File: config.mk
export PLATFORM = sky130hd
export DESIGN_NAME = bm_unit
export DESIGN_NICKNAME = d
export VERILOG_FILES = /design/src/rtl/bm_pkg.sv /design/src/rtl/bm_terms.sv /design/src/rtl/bm_merge.sv /design/src/rtl/bm_unit.sv
export SDC_FILE = /design/constraint.sdc
export NUM_CORES = 1
export LEC_CHECK = 0
export BUFFER_PORTS_ARGS = -buffer_cell sky130_fd_sc_hd__buf_2
export CAP_MARGIN = 0
export CELL_PAD_IN_SITES_DETAIL_PLACEMENT = 1
export CELL_PAD_IN_SITES_GLOBAL_PLACEMENT = 1
export CORE_ASPECT_RATIO = 1.2
export CORE_MARGIN = 10
export CORE_UTILIZATION = 41
export CTS_CLUSTER_SIZE = 24
export DETAILED_ROUTE_END_ITERATION = 8
export PLACE_DENSITY = 0.91
export SLEW_MARGIN = 20
export SYNTH_ARGS = -nofsm -noshare
export SYNTH_HDL_FRONTEND = slang
export SYNTH_SLANG_ARGS = --single-unit
File: constraint.sdc
create_clock -name clk -period 4.1 [get_ports clk]
set_clock_uncertainty 0.2 [all_clocks]
set_input_delay 0.615 -clock clk [delete_from_list [all_inputs] [get_ports clk]]
set_output_delay 0.615 -clock clk [all_outputs]
set_load 0.01 [all_outputs]
File: src/rtl/bm_pkg.sv
package bm_pkg;
  localparam int SEL_W = 5;
  localparam int FIRST_BIT = 0;
  localparam int T2_LO = 1;
  localparam int CMB_LO = 3;

  typedef enum logic [1:0] {
    T2_NEG  = 2'd0,
    T2_DEC  = 2'd1,
    T2_INC  = 2'd2,
    T2_NINC = 2'd3
  } term2_e;

  typedef enum logic [1:0] {
    CMB_OR  = 2'd0,
    CMB_AND = 2'd1,
    CMB_XOR = 2'd2,
    CMB_RSV = 2'd3
  } comb_e;
endpackage

File: src/rtl/bm_terms.sv
module bm_terms
  import bm_pkg::*;
#(
  parameter int W = 64
) (
  input  logic [W-1:0] val,
  input  logic [W-1:0] mask,
  input  logic         pick_true,
  input  term2_e       t2sel,
  output logic [W-1:0] t1,
  output logic [W-1:0] t2
);
  localparam logic [W-1:0] ONE  = W'(1);
  localparam logic [W-1:0] ONES = '1;

  logic [W-1:0] base;
  logic [W-1:0] addend;
  logic [W-1:0] sum;

  // one shared adder: negate = ~v + 1, dec = v + all-ones, inc = v + 1
  always_comb begin
    base   = (t2sel == T2_NEG) ? ~val : val;
    addend = (t2sel == T2_DEC) ? ONES : ONE;
    sum    = base + addend;
    t1     = (pick_true ? val : ~val) & mask;
    t2     = ((t2sel == T2_NINC) ? ~sum : sum) & mask;
  end
endmodule

File: src/rtl/bm_merge.sv
module bm_merge
  import bm_pkg::*;
#(
  parameter int W = 64
) (
  input  logic [W-1:0] t1,
  input  logic [W-1:0] t2,
  input  logic [W-1:0] mask,
  input  logic [W-1:0] src,
  input  logic         keep,
  input  comb_e        op,
  output logic [W-1:0] res,
  output logic         illegal
);
  logic [W-1:0] comb;

  always_comb begin
    illegal = 1'b0;
    unique case (op)
      CMB_OR:  comb = t1 | t2;
      CMB_AND: comb = t1 & t2;
      CMB_XOR: comb = t1 ^ t2;
      default: begin
        comb    = '0;
        illegal = 1'b1;
      end
    endcase
  end

  for (genvar i = 0; i < W; i++) begin : g_bit
    always_comb begin
      if (illegal)      res[i] = 1'b0;
      else if (mask[i]) res[i] = comb[i];
      else              res[i] = keep & src[i];
    end
  end
endmodule

File: src/rtl/bm_unit.sv
module bm_unit
  import bm_pkg::*;
#(
  parameter int W = 64
) (
  input  logic             clk,
  input  logic             rst_n,
  input  logic             in_valid,
  output logic             in_ready,
  input  logic [W-1:0]     in_src,
  input  logic [W-1:0]     in_mask,
  input  logic             in_mask_zero,
  input  logic [SEL_W-1:0] in_sel,
  input  logic             in_keep,
  output logic             out_valid,
  input  logic             out_ready,
  output logic [W-1:0]     out_result,
  output logic             out_illegal
);
  logic [W-1:0] mask_eff;
  logic [W-1:0] ra;
  logic [W-1:0] t1;
  logic [W-1:0] t2;
  logic [W-1:0] res_d;
  logic         ill_d;
  logic         acc;

  assign mask_eff = in_mask_zero ? '1 : in_mask;
  assign ra       = in_src & mask_eff;
  assign in_ready = ~out_valid | out_ready;
  assign acc      = in_valid & in_ready;

  bm_terms #(.W(W)) u_terms (
    .val       (ra),
    .mask      (mask_eff),
    .pick_true (in_sel[FIRST_BIT]),
    .t2sel     (term2_e'(in_sel[T2_LO +: 2])),
    .t1        (t1),
    .t2        (t2)
  );

  bm_merge #(.W(W)) u_merge (
    .t1      (t1),
    .t2      (t2),
    .mask    (mask_eff),
    .src     (in_src),
    .keep    (in_keep),
    .op      (comb_e'(in_sel[CMB_LO +: 2])),
    .res     (res_d),
    .illegal (ill_d)
  );

  always_ff @(posedge clk or negedge rst_n) begin
    if (!rst_n) begin
      out_valid   <= 1'b0;
      out_result  <= '0;
      out_illegal <= 1'b0;
    end else begin
      if (acc) begin
        out_valid   <= 1'b1;
        out_result  <= res_d;
        out_illegal <= ill_d;
      end else if (out_ready) begin
        out_valid <= 1'b0;
      end
    end
  end

  a_r10_valid_after_accept: assert property (@(posedge clk) disable iff (!rst_n)
    acc |=> out_valid);

  a_r11_hold_under_stall: assert property (@(posedge clk) disable iff (!rst_n)
    (out_valid && !out_ready) |=> (out_valid && $stable(out_result) && $stable(out_illegal)));

  a_r5_reserved_zero: assert property (@(posedge clk) disable iff (!rst_n)
    (acc && in_sel[CMB_LO +: 2] == 2'b11) |=> (out_illegal && out_result == '0));

  a_r6_outside_cleared: assert property (@(posedge clk) disable iff (!rst_n)
    (acc && !in_keep) |=> ((out_result & ~$past(mask_eff)) == '0));

  a_r7_outside_kept: assert property (@(posedge clk) disable iff (!rst_n)
    (acc && in_keep && in_sel[CMB_LO +: 2] != 2'b11) |=>
      ((out_result & ~$past(mask_eff)) == ($past(in_src) & ~$past(mask_eff))));

  a_r12_reset_empty: assert property (@(posedge clk)
    !rst_n |-> !out_valid);
endmodule

==> impl_metrics.py, run 1 <==
metrics = {
    "placed_design": {
        "dp_slack_ns": -1.68,
        "hpwl_mm": 52.5,
        "place.port_buffers": 205,
        "globalplace.congestion": 0.968,
    },
    "synth": {
        "yosys_register_bits": 66,
        "async_reset_ff_share_pct": 100,
        "synth-edff-count": 0,
        "synth_top_area_share_pct": 18.4,
        "yosys_warnings": 0,
        "netlist.top_cell.by_area": "sky130_fd_sc_hd__ha_1",
        "yosys-top-cells-area": "sky130_fd_sc_hd__ha_1 18%, sky130_fd_sc_hd__xnor2_1 14%, sky130_fd_sc_hd__dfrtp_1 12%",
        "post_synthesis_net_count": 2309,
        "seq_area_frac_synth_pct": 12.2,
        "yosys-top-cells-count": "289 x sky130_fd_sc_hd__nor2_1, 213 x sky130_fd_sc_hd__o21ai_0, 212 x sky130_fd_sc_hd__xnor2_1",
        "yosysUniqueCellTypes": 58,
        "synthMostInstantiatedCell": "sky130_fd_sc_hd__nor2_1",
        "mappedNetlistArea_um2": 13500,
        "synth_cells": 1970,
        "postSynth.topFlopCell": "sky130_fd_sc_hd__dfrtp_1",
        "syn_avg_cell_area_um2": 6.87,
    },
    "status": {
        "stop_stage": "global routing (5_1_grt)",
        "first-error": "[ERROR GRT-0232] Routing congestion too high. Check the congestion heatmap in the GUI.",
        "outcome": "stopped before the end",
    },
    "clocking": {
        "clockRootBuffer": "sky130_fd_sc_hd__clkbuf_16",
        "cts.htree.levels": 3,
        "clock_sink_count": 66,
        "clock_path_buffers": 2,
        "total_cts_buffers": 9,
    },
    "global_routing": {
        "global_route.overflow_total": 565,
        "grt_util_all_layers_pct": 78.3,
        "grt_max_degree": 67,
    },
    "floorplanning": {
        "start_util_pct": 41.7,
        "std_cell_rows": 72,
        "io_pins": 206,
        "fp.dieW_um": 186,
        "die_y_um": 219,
    },
    "timing": {
        "worst_endpoint_kind": "sequential cell input",
        "timing.grt.repair.worst_endpoint": "out_result[56]$_DFFE_PN0P_/D",
    },
}
-- routing by layer --
layer | global-route usage, % | overflow
met5 | 24.8 | 0
met4 | 84.1 | 215
met3 | 65.6 | 10
met1 | 76.0 | 4
met2 | 93.1 | 336
-- repair_timing --
action,4_1_cts
endpoints found under the setup margin,54
hold buffers,0
cloned,7
resized for setup,344
setup buffers,41
pin swaps,94
-- metrics by stage --
step | area (µm²) | util (%) | std cells | hold WS (ns)
detailed placement | 17800 | 55.0 | 2870 | 0.264
floorplan | 13600 | - | 1970 | 0.119
global placement | 17800 | 55.0 | 2870 | 0.256
CTS | 20000 | 61.6 | 2934 | 0.204
-- cell families after synthesis --
group	count (synthesis)	synth area share, %
mux	26	1.95
flops	66	12.2
simple gates	593	19.8
buf+inv	257	7.15
fa+ha+maj	200	18.6
xor+xnor	242	15.7
compound gates	586	24.7
==> run 2, diff against run 1 <==
--- a/config.mk
+++ b/config.mk
@@ -7,14 +7,10 @@
 export LEC_CHECK = 0
 export BUFFER_PORTS_ARGS = -buffer_cell sky130_fd_sc_hd__buf_2
 export CAP_MARGIN = 0
-export CELL_PAD_IN_SITES_DETAIL_PLACEMENT = 1
-export CELL_PAD_IN_SITES_GLOBAL_PLACEMENT = 1
-export CORE_ASPECT_RATIO = 1.2
 export CORE_MARGIN = 10
-export CORE_UTILIZATION = 41
-export CTS_CLUSTER_SIZE = 24
+export CORE_UTILIZATION = 26
 export DETAILED_ROUTE_END_ITERATION = 8
-export PLACE_DENSITY = 0.91
+export PLACE_DENSITY_LB_ADDON = 0.15
 export SLEW_MARGIN = 20
 export SYNTH_ARGS = -nofsm -noshare
 export SYNTH_HDL_FRONTEND = slang
==> run 2 against run 1 <==
The flow now finishes, with violations (negative setup slack). Area after synthesis unchanged. Synthesized cell count unchanged.
==> impl_metrics.py, run 2 <==
metrics = {
    "synth": {
        "synth-edff-count": 0,
        "postSynth.topFlopCell": "sky130_fd_sc_hd__dfrtp_1",
        "post_synthesis_net_count": 2309,
        "netlist.top_cell.by_area": "sky130_fd_sc_hd__ha_1",
        "mappedNetlistArea_um2": 13500,
        "synth_top_area_share_pct": 18.4,
        "async_reset_ff_share_pct": 100,
        "yosys_register_bits": 66,
        "yosys-top-cells-area": "sky130_fd_sc_hd__ha_1 18%, sky130_fd_sc_hd__xnor2_1 14%, sky130_fd_sc_hd__dfrtp_1 12%",
        "yosys_warnings": 0,
        "synth_cells": 1970,
        "yosys-top-cells-count": "289 x sky130_fd_sc_hd__nor2_1, 213 x sky130_fd_sc_hd__o21ai_0, 212 x sky130_fd_sc_hd__xnor2_1",
        "seq_area_frac_synth_pct": 12.2,
        "synthMostInstantiatedCell": "sky130_fd_sc_hd__nor2_1",
        "yosysUniqueCellTypes": 58,
        "syn_avg_cell_area_um2": 6.87,
    },
    "power": {
        "seqPwrFrac_pct": 14.6,
        "power.density_nw_per_um2": 267,
        "power.ir.vdd_worst_v": 0.000237,
        "power.combinational.fraction_pct": 70.3,
        "p_int_uw": 3140,
        "power.clock.fraction_pct": 15.1,
        "power.net_switching_uw": 2450,
        "power_uw": 5590,
        "swShare_pct": 43.8,
        "power.leakage_uw": 0.0101,
    },
    "layout": {
        "sequential_cell_area_um2": 1650,
        "stdcell_area_um2": 21000,
        "reg.largest.list": "out_result (64), out_illegal (1), out_valid (1)",
        "multi_input_area_um2": 12400,
        "fill_cells": 5365,
        "finish.net_count": 2926,
        "finish.cell_count_without_fillers": 3272,
        "largest_register_ffs": 64,
        "layout-area-overhead-vs-synth_pct": 54.9,
        "largest_register": "out_result",
        "layout.cells.most_common": "sky130_fd_sc_hd__buf_4",
        "layout.cells.most_common_list": "463 x sky130_fd_sc_hd__buf_4, 275 x sky130_fd_sc_hd__nor2_1, 198 x sky130_fd_sc_hd__buf_2",
        "drive_above_1_share_pct": 37.7,
    },
    "clocking": {
        "total_cts_buffers": 9,
        "clockRootBuffer": "sky130_fd_sc_hd__clkbuf_16",
        "cts_tree": "done",
        "hold_buffers": 0,
        "cts.htree.levels": 3,
        "clock_path_buffers": 2,
        "clk_pin_slew_worst_paths_ns": 0.06,
        "clock_sink_count": 66,
        "clk-insertion-delay-late_ns": 0.39,
    },
    "placed_design": {
        "place.detailed.instances": 3195,
        "place.port_buffers": 205,
        "globalplace.congestion": 0.849,
        "placed_area_um2": 18600,
        "dp_slack_ns": -1.45,
        "hpwl_mm": 44.0,
    },
    "critical_path": {
        "crit_path_max_fanout": 8,
        "timing.critical_path.arrival_ns": 4.75,
        "path_class": "input pin to flip-flop",
        "start_kind": "input pin",
        "path_common_cell": "sky130_fd_sc_hd__nor2_1",
        "critical-path-slowest-cell": "sky130_fd_sc_hd__or4b_4",
        "worst-r2r-setup-slack_ns": 2.06,
        "crit_end_element": "flip-flop",
        "critPathRequiredTime_ns": 4.17,
        "max_stage_delay_ns": 0.50,
    },
    "timing": {
        "final.min_clock_period_ns": 4.69,
        "maxSlewHeadroom_pct": 43.2,
        "timing.final.crit_share_pct": 114,
        "timing_hold_violations_final": 0,
        "drv_slew": 0,
        "grt_setup_unrepaired": "yes",
        "final.hold.worst_slack_ns": 0.124,
        "max_clock_freq_ghz": 0.213,
        "worst-slew-pin-transition_ns": 0.852,
        "final_setup_violation_count": 41,
        "layout_setup_ws_ns": -0.586,
    },
    "global_routing": {
        "grt_max_degree": 66,
        "global_route.overflow_total": 0,
        "grt_pass1_vias": 16000,
        "number_of_antenna_violations_at_the_first_check_in_global_routing": 3,
        "global_route_wire_length_before_repair_mm": 87.1,
        "grt_util_all_layers_pct": 17.8,
    },
    "floorplanning": {
        "core_um2": 51400,
        "std_cell_rows": 83,
        "die_y_um": 248,
        "fp.dieW_um": 248,
        "die_area_um2": 61600,
        "start_util_pct": 26.3,
        "io_pins": 206,
    },
    "drt": {
        "drtIter0Drc": 709,
        "detail_route.wl_per_cell_um": 17.3,
        "detail_route.drc_violations": 0,
        "dr.pass1.iters": 5,
        "routed_via_density": 4.79,
        "via_count": 15700,
        "wl_mm": 56.5,
        "antenna_violating_nets_post_route": 0,
    },
    "status": {
        "outcome": "finished, violations left",
        "violated_checks": "negative setup slack",
    },
    "hold_path": {
        "worstHoldPathType": "input pin to asynchronous set/reset pin",
    },
    "flow_run": {
        "max-cap-violations": 0,
    },
}
## run 2: logic make-up after synthesis
group / after synthesis / synth area share, %
mux: 26 / 1.95
flops: 66 / 12.2
buf+inv: 257 / 7.15
xor+xnor: 242 / 15.7
fa+ha+maj: 200 / 18.6
compound gates: 586 / 24.7
simple gates: 593 / 19.8
## run 2: power by group through the flow
stage / Combinational (µW) / Clock (µW) / Sequential [µW]
finish: 3930 / 846 / 817
global route: 4360 / 891 / 832
CTS: 3790 / 879 / 817
detailed placement: 3460 / 0 / 828
global placement: 3390 / 0 / 824
floorplan: 1940 / 0 / 881
## run 2: per-stage QoR
stage	setup TNS, ns	utilization (%)
5_1_grt	-24.13	40.8
6_report	-13.04	40.8
2_1_floorplan	-50.92	-
3_3_place_gp	-46.59	36.2
4_1_cts	-11.45	39.5
3_5_place_dp	-50.14	36.2
## run 2: path summary, 6_finish.rpt
check,endpoint,from,depth (start not counted)
setup / recovery,out_result[60]$_DFFE_PN0P_,in_sel[2],25
hold / removal,out_result[13]$_DFFE_PN0P_,rst_n,1
setup reg to reg,out_result[31]$_DFFE_PN0P_,out_valid$_DFFE_PN0P_,5
hold reg to reg,out_result[57]$_DFFE_PN0P_,out_result[57]$_DFFE_PN0P_,2
max in group asynchronous,out_result[47]$_DFFE_PN0P_,rst_n,2
min in group clk,out_valid$_DFFE_PN0P_,in_valid,2
## run 2: timing repair
item,4_1_cts,5_1_grt
gates resized for setup,280,123
pin swaps,104,79
setup endpoints to repair,50,53
cloned,1,0
setup buffers,53,20
## run 2: cell type report
cell class | instances | area share [%]
Sequential cell | 66 | 7.88
Clock inverter | 3 | 0.191
Inverter | 147 | 2.65
Clock buffer | 12 | 1.18
Multi-Input combinational cell | 1647 | 59.0
Tap cell | 680 | 4.06
Antenna cell | 1 | 0.0119
Timing Repair Buffer | 716 | 25.0
## run 2: critical path: cells and delay by family
family,cells,cell delay (ns)
AO/OA/AOI/OAI,11,1.89
AND/OR/NAND/NOR,6,0.90
buffers and inverters,4,0.54
adder cells (fa/ha/maj),2,0.50
multiplexers,1,0.20
XOR/XNOR,1,0.09
## run 2: routing by layer
metal / up-vias / track usage [%] / share of wire, %
li1: 7920 / - / -
met1: 7455 / 23.4 / 47
met2: 243 / 29.8 / 47
met3: 52 / 2.28 / 3.8
met4: 6 / 5.56 / 2.0
met5: - / 0 / 0.066
Power figures use the tool's default switching activity.
